[config.mk]
export PLATFORM = sky130hd
export DESIGN_NAME = bbtx_serial_tx
export DESIGN_NICKNAME = d
export VERILOG_FILES = /design/src/rtl/bbtx_pkg.sv /design/src/rtl/bbtx_sync.sv /design/src/rtl/bbtx_shifter.sv /design/src/rtl/bbtx_ctrl.sv /design/src/rtl/bbtx_serial_tx.sv
export SDC_FILE = /design/constraint.sdc
export NUM_CORES = 1
export LEC_CHECK = 0
export BUFFER_PORTS_ARGS = -buffer_cell sky130_fd_sc_hd__buf_2
export CAP_MARGIN = 20
export CORE_ASPECT_RATIO = 1.25
export CORE_MARGIN = 2
export CORE_UTILIZATION = 40
export CTS_BUF_LIST = sky130_fd_sc_hd__clkbuf_4
export DETAILED_ROUTE_END_ITERATION = 8
export SLEW_MARGIN = 20
export SYNTH_ARGS = -nofsm -noshare
export SYNTH_HDL_FRONTEND = slang
export SYNTH_SLANG_ARGS = --single-unit
[constraint.sdc]
create_clock -name tx_clk -period 4.1 [get_ports tx_clk]
set_clock_uncertainty 0.1 [all_clocks]
set_input_delay 0.205 -clock tx_clk [delete_from_list [all_inputs] [get_ports tx_clk]]
set_output_delay 0.205 -clock tx_clk [all_outputs]
set_load 0.01 [all_outputs]
[src/rtl/bbtx_pkg.sv]
package bbtx_pkg;
  typedef enum logic [2:0] {
    ST_IDLE  = 3'd0,
    ST_CHECK = 3'd1,
    ST_PWRUP = 3'd2,
    ST_SHIFT = 3'd3,
    ST_DONE  = 3'd4
  } tx_state_e;
endpackage

[src/rtl/bbtx_sync.sv]
module bbtx_sync #(
  parameter int W      = 2,
  parameter int STAGES = 2
) (
  input  logic         clk,
  input  logic         arst_n,
  input  logic [W-1:0] d,
  output logic [W-1:0] q
);
  logic [STAGES-1:0][W-1:0] pipe;

  always_ff @(posedge clk or negedge arst_n) begin
    if (!arst_n) pipe[0] <= '0;
    else         pipe[0] <= d;
  end

  for (genvar s = 1; s < STAGES; s++) begin : g_stage
    always_ff @(posedge clk or negedge arst_n) begin
      if (!arst_n) pipe[s] <= '0;
      else         pipe[s] <= pipe[s-1];
    end
  end

  assign q = pipe[STAGES-1];
endmodule

[src/rtl/bbtx_shifter.sv]
module bbtx_shifter #(
  parameter int DATA_W = 8,
  localparam int CW    = (DATA_W > 1) ? $clog2(DATA_W) : 1
) (
  input  logic              clk,
  input  logic              arst_n,
  input  logic              load,
  input  logic              step,
  input  logic              clear,
  input  logic [DATA_W-1:0] din,
  output logic              tx_bit,
  output logic              last_bit
);
  logic [DATA_W-1:0] sr;
  logic [CW-1:0]     cnt;

  always_ff @(posedge clk or negedge arst_n) begin
    if (!arst_n) begin
      sr     <= '0;
      cnt    <= '0;
      tx_bit <= 1'b0;
    end else if (load) begin
      sr     <= din >> 1;
      cnt    <= '0;
      tx_bit <= din[0];
    end else if (step) begin
      sr     <= sr >> 1;
      cnt    <= cnt + 1'b1;
      tx_bit <= sr[0];
    end else if (clear) begin
      cnt    <= '0;
      tx_bit <= 1'b0;
    end
  end

  assign last_bit = (cnt == CW'(DATA_W - 1));

  AST_STEP_NOT_PAST_LAST: assert property (@(posedge clk) disable iff (!arst_n)
    step |-> !last_bit) else $error("shift past last bit");
  AST_LOAD_CLEARS_COUNT: assert property (@(posedge clk) disable iff (!arst_n)
    load |=> !last_bit || (DATA_W == 1)) else $error("count not reset");
endmodule

[src/rtl/bbtx_ctrl.sv]
module bbtx_ctrl
  import bbtx_pkg::*;
(
  input  logic clk,
  input  logic arst_n,
  input  logic start,
  input  logic cca_busy,
  input  logic bb_ready,
  input  logic s_valid,
  input  logic s_last,
  input  logic last_bit,
  input  logic tx_bit,
  output logic s_ready,
  output logic load,
  output logic step,
  output logic clear,
  output logic pwr_en,
  output logic done_pulse,
  output logic busy_pulse,
  output logic underrun_pulse
);
  tx_state_e state;
  logic      last_q;

  assign s_ready = bb_ready &&
                   ((state == ST_PWRUP) ||
                    (state == ST_SHIFT && last_bit && !last_q));
  assign load    = s_ready && s_valid;
  assign step    = (state == ST_SHIFT) && bb_ready && !last_bit;
  assign clear   = (state == ST_SHIFT) && bb_ready && last_bit && !load;
  assign done_pulse = (state == ST_DONE);

  always_ff @(posedge clk or negedge arst_n) begin
    if (!arst_n) begin
      state          <= ST_IDLE;
      last_q         <= 1'b0;
      pwr_en         <= 1'b0;
      busy_pulse     <= 1'b0;
      underrun_pulse <= 1'b0;
    end else begin
      busy_pulse     <= 1'b0;
      underrun_pulse <= 1'b0;
      if (load) last_q <= s_last;
      unique case (state)
        ST_IDLE:  if (start) state <= ST_CHECK;
        ST_CHECK: begin
          if (cca_busy) begin
            state      <= ST_IDLE;
            busy_pulse <= 1'b1;
          end else begin
            state  <= ST_PWRUP;
            pwr_en <= 1'b1;
          end
        end
        ST_PWRUP: if (load) state <= ST_SHIFT;
        ST_SHIFT: begin
          if (bb_ready && last_bit) begin
            if (last_q) begin
              state  <= ST_DONE;
              pwr_en <= 1'b0;
            end else if (!s_valid) begin
              state          <= ST_IDLE;
              pwr_en         <= 1'b0;
              underrun_pulse <= 1'b1;
            end
          end
        end
        ST_DONE:  state <= ST_IDLE;
        default:  state <= ST_IDLE;
      endcase
    end
  end

  AST_PWR_WHILE_SHIFT: assert property (@(posedge clk) disable iff (!arst_n)
    (state == ST_SHIFT) |-> pwr_en) else $error("power low in shift");
  AST_LINE_LOW_OFF_SHIFT: assert property (@(posedge clk) disable iff (!arst_n)
    (state != ST_SHIFT) |-> !tx_bit) else $error("data high outside shift");
  AST_HOLD_WITHOUT_READY: assert property (@(posedge clk) disable iff (!arst_n)
    (state == ST_SHIFT && !bb_ready) |=> $stable(tx_bit)) else $error("bit moved");
  AST_BUSY_NO_POWER: assert property (@(posedge clk) disable iff (!arst_n)
    busy_pulse |-> !pwr_en) else $error("power on busy abort");
  AST_ONE_OUTCOME: assert property (@(posedge clk) disable iff (!arst_n)
    $onehot0({done_pulse, busy_pulse, underrun_pulse})) else $error("two outcomes");
  AST_DONE_POWER_OFF: assert property (@(posedge clk) disable iff (!arst_n)
    done_pulse |-> !pwr_en) else $error("power on at done");
  AST_UNDERRUN_IDLE: assert property (@(posedge clk) disable iff (!arst_n)
    underrun_pulse |-> (state == ST_IDLE) && !pwr_en) else $error("underrun exit");
endmodule

[src/rtl/bbtx_serial_tx.sv]
module bbtx_serial_tx #(
  parameter int DATA_W      = 8,
  parameter int SYNC_STAGES = 2
) (
  input  logic              tx_clk,
  input  logic              arst_n,
  input  logic              bb_rst_hold,
  input  logic              start,
  input  logic              cca_busy_in,
  input  logic              bb_ready_in,
  input  logic              s_valid,
  output logic              s_ready,
  input  logic [DATA_W-1:0] s_data,
  input  logic              s_last,
  output logic              tx_data,
  output logic              tx_pwr_en,
  output logic              bb_rst_n,
  output logic              done_pulse,
  output logic              busy_pulse,
  output logic              underrun_pulse
);
  logic [1:0] sync_q;
  logic       load, step, clear, last_bit;

  bbtx_sync #(.W(2), .STAGES(SYNC_STAGES)) u_sync (
    .clk(tx_clk), .arst_n(arst_n),
    .d({cca_busy_in, bb_ready_in}), .q(sync_q)
  );

  bbtx_shifter #(.DATA_W(DATA_W)) u_shift (
    .clk(tx_clk), .arst_n(arst_n), .load(load), .step(step), .clear(clear),
    .din(s_data), .tx_bit(tx_data), .last_bit(last_bit)
  );

  bbtx_ctrl u_ctrl (
    .clk(tx_clk), .arst_n(arst_n), .start(start),
    .cca_busy(sync_q[1]), .bb_ready(sync_q[0]),
    .s_valid(s_valid), .s_last(s_last), .last_bit(last_bit), .tx_bit(tx_data),
    .s_ready(s_ready), .load(load), .step(step), .clear(clear),
    .pwr_en(tx_pwr_en), .done_pulse(done_pulse), .busy_pulse(busy_pulse),
    .underrun_pulse(underrun_pulse)
  );

  always_ff @(posedge tx_clk or negedge arst_n) begin
    if (!arst_n) bb_rst_n <= 1'b0;
    else         bb_rst_n <= !bb_rst_hold;
  end

  AST_BB_RESET_FOLLOWS: assert property (@(posedge tx_clk) disable iff (!arst_n)
    bb_rst_hold |=> !bb_rst_n) else $error("baseband reset late");
endmodule

Yosys cells after proc, flatten, opt, wreduce, memory -nomap -nowiden. Cells that the tools add are included.

Bits in latches: 0. Register bits after elaboration: 24. Output and inout bits: 7. Memories: 0. RAM bits: 0. Input bits: 16. Memory bits (read-only): 0.

Divide/modulo/power cells: 0. Bitwise logic cells: 0. Add/subtract/negate cells: 1. Shift operators: 0. Reduce and logical (&&, ||, !) cells: 20. Multiplexer cells: 26. Eq/ne operators: 10. Multipliers: 0. $lt $le $gt $ge: 0.

Operators by type and width (count): $mux W3 (8); $mux W8 (2); $mux W1 (13); $pmux W3 S4 (1); $logic_and A1 B1 Y1 (9); $reduce_and A4 Y1 (2); $eq A3 B2 Y1 const B (2); $eq A3 B3 Y1 const B (2); $ne A2 B2 Y1 const B (3); $logic_not A1 Y1 (4); $reduce_bool A2 Y1 (2); $add A3 B1 Y3 const B (1); $eq A3 B1 Y1 const B (1); $logic_not A3 Y1 (1); $ne A3 B2 Y1 const B (1); $reduce_bool A3 Y1 (1); $mux W2 (1); $ne A2 B1 Y1 const B (1); $pmux W1 S2 (1); $logic_or A1 B1 Y1 (1).

Logic depth before layout (Yosys ltp). Gate-level depths: netlist of run 1.

Word-level depth: 11. Gate-level depth with buffers: 8. Mapped depth without buffers: 6.

Hierarchy. Synthesis of run 1 repeated with hierarchy kept, for this count alone.

Cells, all modules: 92. Area, all modules: 1063.5 µm².

Modules (own cells, without submodules): bbtx_shifter (cells an instance 50, area an instance 538.0 µm², times used 1, seq. area each 275.3 µm²); bbtx_ctrl (cells an instance 34, area an instance 381.6 µm², times used 1, seq. area each 175.2 µm²); bbtx_sync (cells an instance 6, area an instance 115.1 µm², times used 1, seq. area each 100.1 µm²); bbtx_serial_tx (cells an instance 2, area an instance 28.8 µm², times used 1, seq. area each 25.0 µm²).

Worst setup path after synthesis of run 1. Ideal clock, no wire load.

Path type: register to register. Start point: register u_shift.cnt[0]. End point: register u_ctrl.last_q. Arrival: 1.666 ns. Clock period less this slack: 1.893 ns. Data required time: 3.873 ns. Stages on the path, launching flop included: 7. Slack: 2.207 ns. Path through: dfrtp_1 ha_1 ha_1 buf_6 nand2b_4 a2111oi_4 mux2_1.

Cells in the longest elaborated chain, start to end: 6.

Ends and longest elaborated chain: start, declared (RTL line bbtx_shifter.sv:15) `logic [CW-1:0] cnt;`; start signal, assigned (RTL line bbtx_shifter.sv:28) `cnt <= cnt + 1'b1;`; $eq A3 B3 Y1 (RTL line bbtx_shifter.sv:36) `assign last_bit = (cnt == CW'(DATA_W - 1));`; $logic_and A1 B1 Y1 (2 in a row) (RTL line bbtx_ctrl.sv:27) `(state == ST_SHIFT && last_bit && !last_q));`; $logic_or A1 B1 Y1 (RTL line bbtx_ctrl.sv:26) `((state == ST_PWRUP) ||`; $logic_and A1 B1 Y1 (RTL line bbtx_ctrl.sv:25) `assign s_ready = bb_ready &&`; $logic_and A1 B1 Y1 (RTL line bbtx_ctrl.sv:28) `assign load = s_ready && s_valid;`; end signal, assigned (RTL line bbtx_ctrl.sv:43) `if (load) last_q <= s_last;`; end, declared (RTL line bbtx_ctrl.sv:23) `logic last_q;`.

Every way passes these cells. A chain may end at the register's enable or synchronous reset.

Final worst setup path of run 1. Same ends and word-level chain as after synthesis.

==> results of run 1 <==
## worst max path at each step
stage	endpoint	slack, ps	cells after the start
3_5_place_dp	u_ctrl.last_q	1640	5
4_1_cts	u_ctrl.last_q	1620	5
2_1_floorplan	u_ctrl.last_q	2210	6
3_3_place_gp	u_ctrl.last_q	1730	5
6_report	u_ctrl.last_q	1670	5
5_1_grt	u_ctrl.last_q	1510	5
## final cells by class
type | instances | area, µm² | share of cell area, %
Sequential cell | 23 | 576 | 46.1
Tap cell | 33 | 41.3 | 3.31
Inverter | 4 | 15.0 | 1.20
Clock inverter | 1 | 5.00 | 0.401
Multi-Input combinational cell | 60 | 418 | 33.5
Timing Repair Buffer | 28 | 170 | 13.6
Clock buffer | 3 | 22.5 | 1.81
## power breakdown
part	total (µW)	internal (µW)	switching (µW)
Sequential	343	291	52.2
Clock	98.1	36.3	61.8
Combinational	202	98.5	103
## state kept, by name, summed over array words and instances, names as in the netlist
register / cells
u_shift.cnt: 3
u_ctrl.pwr_en: 1
u_shift.sr: 7
u_shift.tx_bit: 1
u_ctrl.busy_pulse: 1
u_ctrl.underrun_pulse: 1
u_sync.pipe: 2
u_sync.q: 2
u_ctrl.state: 3
u_ctrl.last_q: 1
bb_rst_n: 1
## per-layer routing
| layer | wire (µm) | global-route usage, % |
|---|---|---|
| met1 | 798 | 15.0 |
| met2 | 970 | 24.4 |
| met3 | 66 | 2.43 |
| met4 | 15 | 9.52 |
| met5 | 0 | 0 |
## cell usage in the layout (no fill, tap or decap), types with 3 or more instances in the layout
master and instances:
sky130_fd_sc_hd__a2bb2oi_1 4, sky130_fd_sc_hd__buf_2 22, sky130_fd_sc_hd__nand2_1 12, sky130_fd_sc_hd__clkbuf_4 3, sky130_fd_sc_hd__a21oi_1 10, sky130_fd_sc_hd__inv_1 4, sky130_fd_sc_hd__o21ai_0 4, sky130_fd_sc_hd__nor2_1 4
sky130_fd_sc_hd__dfrtp_1 23, sky130_fd_sc_hd__dlygate4sd3_1 6, sky130_fd_sc_hd__nor3b_1 3
## worst min-delay path, delay by kind of cell
kind                   cells  cell delay, ps
AO/OA/AOI/OAI              1              60
buffers and inverters      1              80
AND/OR/NAND/NOR            1              30
## cells by family (layout without fill, tap and decap cells)
logic type,count (synthesis),count (layout)
and+or+nand+nor,30,30
AOI/OAI and AO/OA,27,27
DFF,23,23
buffers and inverters,9,36
adders and majority gates,2,2
muxes,1,1
## timing repair
action	CTS	global route
hold buffers	6	0
endpoints found under the hold margin	28	0
setup buffers	0	0
## per-stage QoR
step / hold slack [ps] / cell area (µm²) / instances
3_3_place_gp: 97.4 / 1160 / 142
6_report: 13.9 / 1250 / 152
4_1_cts: 3.46 / 1250 / 152
5_1_grt: 8.29 / 1250 / 152
3_5_place_dp: 104 / 1160 / 142
2_1_floorplan: -191 / 1050 / 92
==> results.txt, run 1 <==
----------------------------------------------------
[Route]
  Detailed-router iteration count before antenna repair ... 6
  Vias ... 772
  Routed WL per cell ... 12.2 µm
  Via density ... 5.08
  Drt drc ... 0
  WL final ... 1850 µm
  First DRT Iteration DRCs ... 23
  Antenna-violating nets left ... 0

[Placed design]
  Weighted congestion reported at the end of routability-driven placement ... 0.722
  Estimated wirelength of the detail-placed design ... 1380 µm
  Worst slack at placement ... 1640 ps
  Buffers on Ports ... 22

[Logic synthesis]
  Count of mapped cells out of synthesis ... 92
  Most repeated cell in the gate-level netlist after synthesis ... sky130_fd_sc_hd__dfrtp_1
  Average instance area after synthesis ... 11.4 µm²
  Dominant combinational cell family by area after synthesis ... compound AO/OA/AOI/OAI gates
  Commonest cells in the netlist ... sky130_fd_sc_hd__dfrtp_1 (23), sky130_fd_sc_hd__nand2_1 (12), sky130_fd_sc_hd__a21oi_1 (10)
  Share of the synthesized netlist area taken by xor and xnor gates ... 0%
  Sequential share of the synthesized area ... 54.9%
  Portion of netlist area occupied by mux cells ... 1.07%
  Area leader, netlist ... sky130_fd_sc_hd__dfrtp_1
  Net count after synthesis ... 110
  Total of warnings raised by yosys ... 0
  Async SR Flop Fraction ... 100%
  Top cells by area in the synthesized netlist ... sky130_fd_sc_hd__dfrtp_1 (55%), sky130_fd_sc_hd__a21oi_1 (4.8%), sky130_fd_sc_hd__nand2_1 (4.3%)
  Post-synthesis simple-gate area fraction ... 16.3%
  Area share of fa/ha/maj cells after synthesis ... 2.39%
  Post-synthesis instance area ... 1050 µm²
  Number of different library cells in the post-synthesis netlist ... 30
  Leading register cell type out of synthesis ... sky130_fd_sc_hd__dfrtp_1
  Portion of synthesized cell area occupied by the leading cell type ... 54.9%
  Compound-cell area share of the yosys netlist ... 20.0%
  Number of synthesized register bits ... 23
  Post-synth EDFFs ... 0

[Power and ir drop]
  Leakage power of the design ... 0.000596 µW
  Power per unit of standard cell area ... 516 nW/µm²
  Worst supply voltage drop on vdd ... 0.000233 V
  Total Power Consumption ... 643 µW

[Floorplan]
  Boundary Pins ... 23
  Placeable core region ... 2450 µm²
  Die Outline Area ... 3050 µm²
  DIE HEIGHT ... 61.2 µm
  Die Wd ... 49.8 µm
  Initial core utilization ... 42.8%
  Row Count ... 20

[Timing]
  Final number of setup-violating endpoints ... 0
  Relative slew margins ... 43.9%
  Setup repair after global routing missed its margin ... false
  Number of hold violations in the final report ... 0
  Min Clock Period, post-route ... 2430 ps
  Setup Total Neg Slack ... 0 ps
  Minimum setup slack in the final design ... 1670 ps
  Maximum clock rate ... 412 MHz
  Slew at the pin closest to its max-slew limit ... 842 ps
  Number of pins exceeding their max-slew limit in the final report ... 0
  Crit share post-route ... 59.3%

[Clock network]
  Clock buffers created by TritonCTS ... 3
  Clk sink count ... 23
  Clk Latency, worst-skew pair ... 300 ps
  Maximum root-to-sink buffer count ... 2
  Clock root cell ... sky130_fd_sc_hd__clkbuf_4
  Post-cts resize count ... 0
  CTS tree ... done
  Clock-pin slew on the worst setup and hold paths ... 110 ps
  H-tree Lvls ... 1

[Worst hold path]
  Path category of the worst min-delay check ... in2reg
  End point of the worst hold path ... u_shift.tx_bit
  Startpoint of the lowest-slack hold path ... s_data[0]
  Worst hold stages ... 3

[Job]
  Number of maximum-capacitance violations ... 0

[Setup path]
  CP Launch Type ... flip-flop
  Required time of the critical path ... 4190 ps
  Crit path arrival time ... 2520 ps
  FF-to-FF Start ... u_shift.cnt[0]
  Worst-case reg-to-reg path depth ... 5
  Combined buffer and inverter count along the critical path ... 0
  Endpoint of the worst-slack reg-to-reg timing path ... u_ctrl.last_q
  Most numerous cell on the critical path ... sky130_fd_sc_hd__ha_1
  Worst-path cell with the longest stage delay ... sky130_fd_sc_hd__a2111oi_4
  Cell family with the largest share of critical-path delay ... compound AO/OA/AOI/OAI gates
  Type of element capturing the critical path ... flip-flop
  Critical path class ... reg2reg
  Cell breakdown of the critical path ... ha_1 > ha_1 > nand2b_4 > a2111oi_4 > mux2_1
  Critical Path Start ... u_shift.cnt[0]
  Internal reg-to-reg setup slack ... 1670 ps
  CP max stage delay ... 810 ps
  Worst-path maximum fanout ... 16

[GRT]
  Wire length of the first global-routing pass ... 3080 µm
  GRT Residual Overflow ... 0
  Via count of the first global-routing pass ... 747
  Pin count of the biggest net entering global routing ... 24
  Number of antenna violations at the first check in global routing ... 0
  Total routing resource utilization after global routing ... 13.7%

[Final layout]
  Area growth from synthesis to final layout ... 19.0%
  Number of inserted filler cells in the final layout ... 254
  Layout Nets ... 138
  Proportion of layout cells with a drive suffix above 1 ... 27.7%
  Post-layout util ... 50.9%
  Antenna fix cells ... 0

[Run status]
  Outcome ... finished, final reports clean

----------------------------------------------------
Note: power is estimated with default switching activity, not from simulation.
==> inputs of run 2 (changes only) <==
--- a/config.mk
+++ b/config.mk
@@ -5,6 +5,7 @@
 export SDC_FILE = /design/constraint.sdc
 export NUM_CORES = 1
 export LEC_CHECK = 0
+export ABC_AREA = 1
 export BUFFER_PORTS_ARGS = -buffer_cell sky130_fd_sc_hd__buf_2
 export CAP_MARGIN = 20
 export CORE_ASPECT_RATIO = 1.25
==> constraint.sdc (replaced) <==
create_clock -name tx_clk -period 2.3 [get_ports tx_clk]
set_clock_uncertainty 0.1 [all_clocks]
set_input_delay 0.115 -clock tx_clk [delete_from_list [all_inputs] [get_ports tx_clk]]
set_output_delay 0.115 -clock tx_clk [all_outputs]
set_load 0.01 [all_outputs]
==> results.txt, run 2 <==
----------------------------------------------------
[Logic synthesis]
  Share of the synthesized netlist area taken by xor and xnor gates ... 0% (unchanged)
  Top cells by area in the synthesized netlist ... sky130_fd_sc_hd__dfrtp_1 (53%), sky130_fd_sc_hd__nand2_1 (15%), sky130_fd_sc_hd__nand3_1 (7.3%) (was sky130_fd_sc_hd__dfrtp_1 (55%), sky130_fd_sc_hd__a21oi_1 (4.8%), sky130_fd_sc_hd__nand2_1 (4.3%))
  Net count after synthesis ... 148 (was 110)
  Compound-cell area share of the yosys netlist ... 3.10% (was 20.0%)
  Total of warnings raised by yosys ... 0 (unchanged)
  Post-synthesis simple-gate area fraction ... 33.9% (was 16.3%)
  Number of synthesized register bits ... 23 (unchanged)
  Count of mapped cells out of synthesis ... 130 (was 92)
  Dominant combinational cell family by area after synthesis ... simple AND/OR/NAND/NOR gates (was compound AO/OA/AOI/OAI gates)
  Commonest cells in the netlist ... sky130_fd_sc_hd__nand2_1 (45), sky130_fd_sc_hd__dfrtp_1 (23), sky130_fd_sc_hd__nand3_1 (16) (was sky130_fd_sc_hd__dfrtp_1 (23), sky130_fd_sc_hd__nand2_1 (12), sky130_fd_sc_hd__a21oi_1 (10))
  Area leader, netlist ... sky130_fd_sc_hd__dfrtp_1 (unchanged)
  Async SR Flop Fraction ... 100% (unchanged)
  Portion of netlist area occupied by mux cells ... 0% (was 1.07%)
  Portion of synthesized cell area occupied by the leading cell type ... 52.8% (was 54.9%)
  Leading register cell type out of synthesis ... sky130_fd_sc_hd__dfrtp_1 (unchanged)
  Most repeated cell in the gate-level netlist after synthesis ... sky130_fd_sc_hd__nand2_1 (was sky130_fd_sc_hd__dfrtp_1)
  Average instance area after synthesis ... 8.39 µm² (was 11.4 µm²)
  Post-synthesis instance area ... 1090 µm² (was 1050 µm²)
  Number of different library cells in the post-synthesis netlist ... 17 (was 30)
  Sequential share of the synthesized area ... 52.8% (was 54.9%)
  Area share of fa/ha/maj cells after synthesis ... 2.29% (was 2.39%)
  Post-synth EDFFs ... 0 (unchanged)

[Floorplan]
  Row Count ... 21 (was 20)
  Boundary Pins ... 23 (unchanged)
  Placeable core region ... 2630 µm² (was 2450 µm²)
  Die Wd ... 50.7 µm (was 49.8 µm)
  Initial core utilization ... 41.5% (was 42.8%)
  Die Outline Area ... 3160 µm² (was 3050 µm²)
  DIE HEIGHT ... 62.4 µm (was 61.2 µm)

[Setup path]
  Type of element capturing the critical path ... output port (was flip-flop)
  CP Launch Type ... flip-flop (unchanged)
  Worst-path maximum fanout ... 11 (was 16)
  Crit path arrival time ... 1670 ps (was 2520 ps)
  Required time of the critical path ... 2090 ps (was 4190 ps)
  Critical path class ... reg2out (was reg2reg)

[Timing]
  Setup repair after global routing missed its margin ... false (unchanged)
  Min Clock Period, post-route ... 1890 ps
  Slew at the pin closest to its max-slew limit ... 496 ps (was 842 ps)
  Setup Total Neg Slack ... 0 ps (unchanged)
  Crit share post-route ... 82.1%
  Maximum clock rate ... 529 MHz
  Number of hold violations in the final report ... 0 (unchanged)
  Relative slew margins ... 66.9% (was 43.9%)
  Number of pins exceeding their max-slew limit in the final report ... 0 (unchanged)
  Final number of setup-violating endpoints ... 0 (unchanged)

[Route]
  Routed WL per cell ... 10.6 µm (was 12.2 µm)
  Via density ... 4.67 (was 5.08)
  Vias ... 915 (was 772)
  Antenna-violating nets left ... 0 (unchanged)
  WL final ... 2080 µm (was 1850 µm)
  Detailed-router iteration count before antenna repair ... 4 (was 6)
  First DRT Iteration DRCs ... 26 (was 23)
  Drt drc ... 0 (unchanged)

[Clock network]
  Maximum root-to-sink buffer count ... 2 (unchanged)
  Clock-pin slew on the worst setup and hold paths ... 120 ps (was 110 ps)
  CTS tree ... done (unchanged)
  H-tree Lvls ... 1 (unchanged)
  Clk Latency, worst-skew pair ... 300 ps (about the same)
  Clock buffers created by TritonCTS ... 3 (unchanged)
  Clock root cell ... sky130_fd_sc_hd__clkbuf_4 (unchanged)
  Post-cts resize count ... 0 (unchanged)
  Clk sink count ... 23 (unchanged)

[Final layout]
  Area growth from synthesis to final layout ... 22.6% (was 19.0%)
  Largest register by flop count ... u_shift.sr (unchanged)
  Post-route cell area ... 1340 µm² (was 1250 µm²)
  Largest regs ... u_shift.sr (7), u_ctrl.state (3), u_shift.cnt (3) (unchanged)
  Number of inserted filler cells in the final layout ... 266 (was 254)
  Most common cell after layout, fill and taps aside ... sky130_fd_sc_hd__nand2_1 (was sky130_fd_sc_hd__dfrtp_1)
  Proportion of layout cells with a drive suffix above 1 ... 20.4% (was 27.7%)
  Footprint of the flip-flops and latches ... 576 µm² (unchanged)
  Most used cells in the layout excluding fill and tap cells ... sky130_fd_sc_hd__nand2_1 (45), sky130_fd_sc_hd__dfrtp_1 (23), sky130_fd_sc_hd__buf_2 (22) (was sky130_fd_sc_hd__dfrtp_1 (23), sky130_fd_sc_hd__buf_2 (22), sky130_fd_sc_hd__nand2_1 (12))
  Antenna fix cells ... 0 (unchanged)
  Layout Nets ... 181 (was 138)
  Flip-flop count of the largest register after layout ... 7 (unchanged)
  Area of combinational cells with multiple inputs ... 429 µm² (was 418 µm²)

[GRT]
  Via count of the first global-routing pass ... 867 (was 747)
  GRT Residual Overflow ... 0 (unchanged)
  Number of antenna violations at the first check in global routing ... 0 (unchanged)
  Wire length of the first global-routing pass ... 3640 µm (was 3080 µm)
  Total routing resource utilization after global routing ... 14.6% (was 13.7%)
  Pin count of the biggest net entering global routing ... 24 (unchanged)

[Placed design]
  Area of placed instances ... 1220 µm² (was 1160 µm²)
  Buffers on Ports ... 22 (unchanged)
  Estimated wirelength of the detail-placed design ... 1500 µm (was 1380 µm)
  Weighted congestion reported at the end of routability-driven placement ... 0.739 (was 0.722)

[Power and ir drop]
  Leakage power of the design ... 0.000744 µW (was 0.000596 µW)
  Power per unit of standard cell area ... 953 nW/µm² (was 516 nW/µm²)
  Worst supply voltage drop on vdd ... 0.000415 V (was 0.000233 V)

[Job]
  Number of maximum-capacitance violations ... 0 (unchanged)

[Run status]
  Outcome ... finished, final reports clean (unchanged)

[Worst hold path]
  Path category of the worst min-delay check ... in2reg (unchanged)

----------------------------------------------------
## run 2: report_power, final
part / leakage (µW) / switching (µW) / internal, µW
logic: 0.000443 / 279 / 179
registers: 0.000282 / 90.6 / 535
clock network: 0.0000184 / 111 / 79.3
total: 0.000744 / 480 / 794
## run 2: critical path, stage by stage, from the launching register on
cell	delay (ps)
sky130_fd_sc_hd__dfrtp_1	410
sky130_fd_sc_hd__ha_1	210
sky130_fd_sc_hd__ha_1	200
sky130_fd_sc_hd__nand2_1	60
sky130_fd_sc_hd__nor2_1	50
sky130_fd_sc_hd__nand2_2	80
sky130_fd_sc_hd__nand2_2	160
sky130_fd_sc_hd__buf_2	200
## run 2: cell families after synthesis
logic type,Yosys count
compound gates,6
simple gates,80
buf+inv,19
flops,23
fa+ha+maj,2
## run 2: path summary, 6_finish.rpt
check | startpoint | endpoint | slack (ps) | cells past startpoint
max in group asynchronous | arst_n | u_shift.cnt[1] | 1570 | 2
worst max register to register | u_shift.cnt[0] | u_shift.sr[1] | 540 | 10
worst min-delay path | s_data[0] | u_shift.tx_bit | 7 | 5
worst min register to register | u_sync.pipe[1] | u_sync.q[1] | 270 | 0
min in group asynchronous | arst_n | u_ctrl.state[1] | 200 | 2
worst max-delay path | u_shift.cnt[0] | s_ready | 410 | 7
## run 2: area by class of cell
class                           instances  area share (%)
Timing Repair Buffer                   31            15.0
Clock buffer                            4            2.25
Inverter                               16            4.49
Tap cell                               34            3.18
Sequential cell                        23            43.0
Multi-Input combinational cell         88            32.1
## run 2: per-stage QoR
step	power [µW]	hold slack, ps	instances	worst slack (ps)	utilization [%]
floorplan	969	-281	130	753	-
global placement	1070	18.0	183	618	46.3
detailed placement	1080	17.6	183	557	46.3
CTS	1290	0.987	196	403	50.9
global route	1400	2.53	196	319	50.9
finish	1270	7.43	196	411	50.9
## run 2: what timing repair did
| item | CTS | global route |
|---|---|---|
| endpoints found under the hold margin | 31 | 0 |
| buffers inserted | 0 | 0 |
| hold buffers | 9 | 0 |
## run 2: per-layer routing
| metal | vias to the layer above | track usage (%) | part of all wire [%] |
|---|---|---|---|
| met5 | - | 0 | 0 |
| met4 | 0 | 6.08 | 0.96 |
| met3 | 2 | 2.15 | 3.3 |
| met2 | 19 | 23.4 | 51 |
| met1 | 420 | 19.6 | 44 |
| li1 | 474 | - | - |
==> inputs of run 3 (changes only) <==
==> constraint.sdc (replaced) <==
create_clock -name tx_clk -period 1.55 [get_ports tx_clk]
set_clock_uncertainty 0.1 [all_clocks]
set_input_delay 0.0775 -clock tx_clk [delete_from_list [all_inputs] [get_ports tx_clk]]
set_output_delay 0.0775 -clock tx_clk [all_outputs]
set_load 0.01 [all_outputs]
==> results.txt, run 3 (synthesis gave the netlist of run 2 again) <==
----------------------------------------------------
[Run status]
  Outcome ... finished with violations (was finished, final reports clean)
  Failing checks ... negative setup slack

[Clock network]
  Clk Latency, worst-skew pair ... 310 ps (was 300 ps)
  Clock-pin slew on the worst setup and hold paths ... 120 ps (about the same)
  Clock root cell ... sky130_fd_sc_hd__clkbuf_4 (unchanged)
  Clk sink count ... 23 (unchanged)
  Clock buffers created by TritonCTS ... 3 (unchanged)
  Maximum root-to-sink buffer count ... 2 (unchanged)
  CTS tree ... done (unchanged)
  H-tree Lvls ... 1 (unchanged)

[GRT]
  Pin count of the biggest net entering global routing ... 24 (unchanged)
  Number of antenna violations at the first check in global routing ... 0 (unchanged)
  Via count of the first global-routing pass ... 906 (was 867)
  Wire length of the first global-routing pass ... 3810 µm (was 3640 µm)
  Total routing resource utilization after global routing ... 15.9% (was 14.6%)
  GRT Residual Overflow ... 0 (unchanged)

[Route]
  Via density ... 4.66 (was 4.67)
  First DRT Iteration DRCs ... 28 (was 26)
  Drt drc ... 0 (unchanged)
  Detailed-router iteration count before antenna repair ... 4 (unchanged)
  Vias ... 974 (was 915)
  Routed WL per cell ... 10.4 µm (was 10.6 µm)
  Antenna-violating nets left ... 0 (unchanged)
  WL final ... 2180 µm (was 2080 µm)

[Final layout]
  Largest register by flop count ... u_shift.sr (unchanged)
  Layout Nets ... 194 (was 181)
  Number of inserted filler cells in the final layout ... 246 (was 266)
  Most used cells in the layout excluding fill and tap cells ... sky130_fd_sc_hd__nand2_1 (43), sky130_fd_sc_hd__dfrtp_1 (23), sky130_fd_sc_hd__buf_2 (21) (was sky130_fd_sc_hd__nand2_1 (45), sky130_fd_sc_hd__dfrtp_1 (23), sky130_fd_sc_hd__buf_2 (22))
  Post-route cell area ... 1510 µm² (was 1340 µm²)
  Most common cell after layout, fill and taps aside ... sky130_fd_sc_hd__nand2_1 (unchanged)
  Flip-flop count of the largest register after layout ... 7 (unchanged)
  Area growth from synthesis to final layout ... 38.0% (was 22.6%)
  Largest regs ... u_shift.sr (7), u_ctrl.state (3), u_shift.cnt (3) (unchanged)
  Proportion of layout cells with a drive suffix above 1 ... 28.0% (was 20.4%)
  Antenna fix cells ... 0 (unchanged)

[Floorplan]
  Row Count ... 21 (unchanged)
  Initial core utilization ... 41.5% (unchanged)
  Die Wd ... 50.7 µm (unchanged)
  Die Outline Area ... 3160 µm² (unchanged)
  Boundary Pins ... 23 (unchanged)
  DIE HEIGHT ... 62.4 µm (unchanged)
  Placeable core region ... 2630 µm² (unchanged)

[Placed design]
  Estimated wirelength of the detail-placed design ... 1480 µm (was 1500 µm)
  Weighted congestion reported at the end of routability-driven placement ... 0.727 (was 0.739)
  Buffers on Ports ... 22 (unchanged)
  Worst slack at placement ... -73.6 ps (was 557 ps)
  Area of placed instances ... 1250 µm² (was 1220 µm²)

[Power and ir drop]
  Total Power Consumption ... 2040 µW (was 1270 µW)
  Worst supply voltage drop on vdd ... 0.000767 V (was 0.000415 V)
  Leakage power of the design ... 0.000804 µW (was 0.000744 µW)
  Power per unit of standard cell area ... 1350 nW/µm² (was 953 nW/µm²)

[Timing]
  Slew at the pin closest to its max-slew limit ... 513 ps (was 496 ps)
  Relative slew margins ... 65.8% (was 66.9%)
  Min Clock Period, post-route ... 1710 ps
  Crit share post-route ... 110%
  Number of hold violations in the final report ... 0 (unchanged)
  Setup repair after global routing missed its margin ... true (was false)
  Hold WS ... 56.9 ps (was 7.43 ps)
  Maximum clock rate ... 585 MHz
  Setup Total Neg Slack ... -659 ps (was 0 ps)
  Minimum setup slack in the final design ... -158 ps (was 411 ps)
  Number of pins exceeding their max-slew limit in the final report ... 0 (unchanged)
  Final number of setup-violating endpoints ... 13 (was 0)

[Setup path]
  CP Launch Type ... flip-flop (unchanged)
  Worst-path maximum fanout ... 2 (was 11)
  Type of element capturing the critical path ... output port (unchanged)
  Critical path class ... reg2out (unchanged)
  Crit path arrival time ... 1530 ps (was 1670 ps)
  Required time of the critical path ... 1370 ps (was 2090 ps)

[Worst hold path]
  Path category of the worst min-delay check ... in2reg (unchanged)

[Job]
  Number of maximum-capacitance violations ... 0 (unchanged)

----------------------------------------------------
[run 3: cell types whose count changed in the layout (fill, tap and decap cells not counted), sizes merged]
cell and change:
clkinv +1, buf +8, nand2 +1, dlygate4sd3 +4, clkbuf -1
[run 3: layout make-up]
cell class	count	area [µm²]	share of cell area [%]
flip-flops and latches	23	576	38.2
multi-input cells	89	487	32.3
inverters	16	62.6	4.16
clock inverters	1	5.00	0.333
well taps	34	42.5	2.83
repair buffers	43	310	20.6
clock buffers	3	22.5	1.50
[run 3: metrics by stage]
stage / util (%) / cells
2_1_floorplan: - / 130
3_3_place_gp: 47.8 / 188
3_5_place_dp: 47.8 / 188
4_1_cts: 56.5 / 209
5_1_grt: 57.3 / 209
6_report: 57.3 / 209
[run 3: path summary, 6_finish.rpt]
check	startpoint	to	slack, ps	cells past startpoint
min in group asynchronous	arst_n	u_ctrl.state[1]	150	2
worst max register to register	u_shift.cnt[0]	u_shift.sr[3]	-70	11
max in group asynchronous	arst_n	u_shift.sr[1]	860	2
worst min-delay path	start	u_ctrl.state[2]	60	5
worst max-delay path	u_shift.cnt[0]	s_ready	-160	8
worst min register to register	u_sync.pipe[1]	u_sync.q[1]	270	0
[run 3: critical path: stages, from the launching register on]
cell	delay (ps)
sky130_fd_sc_hd__dfrtp_1	410
sky130_fd_sc_hd__ha_2	200
sky130_fd_sc_hd__ha_4	160
sky130_fd_sc_hd__nand2_2	50
sky130_fd_sc_hd__nor2_2	40
sky130_fd_sc_hd__nand2_2	90
sky130_fd_sc_hd__nand2_4	50
sky130_fd_sc_hd__buf_6	120
sky130_fd_sc_hd__buf_6	110
[run 3: timing repair]
action                                  CTS  global route
pin swaps                                 3             6
endpoints found under the setup margin   11            16
hold buffers                             13             0
gates resized for setup                   7             7
endpoints found under the hold margin    35             0
buffers inserted                          3             0
cloned                                    1             0
[run 3: per-layer routing]
layer | up-vias | GRT usage (%) | share of wire (%)
met5 | - | 0 | 0
met3 | 8 | 3.11 | 2.9
met2 | 19 | 25.8 | 48
met4 | 0 | 8.78 | 3.2
li1 | 500 | - | -
met1 | 447 | 19.4 | 46
[run 3: power by group]
group / switching, µW / internal [µW] / leakage (µW) / total (µW)
Sequential: 139 / 794 / 0.000282 / 933
Clock: 177 / 96.4 / 0.0000177 / 274
Combinational: 464 / 365 / 0.000504 / 829
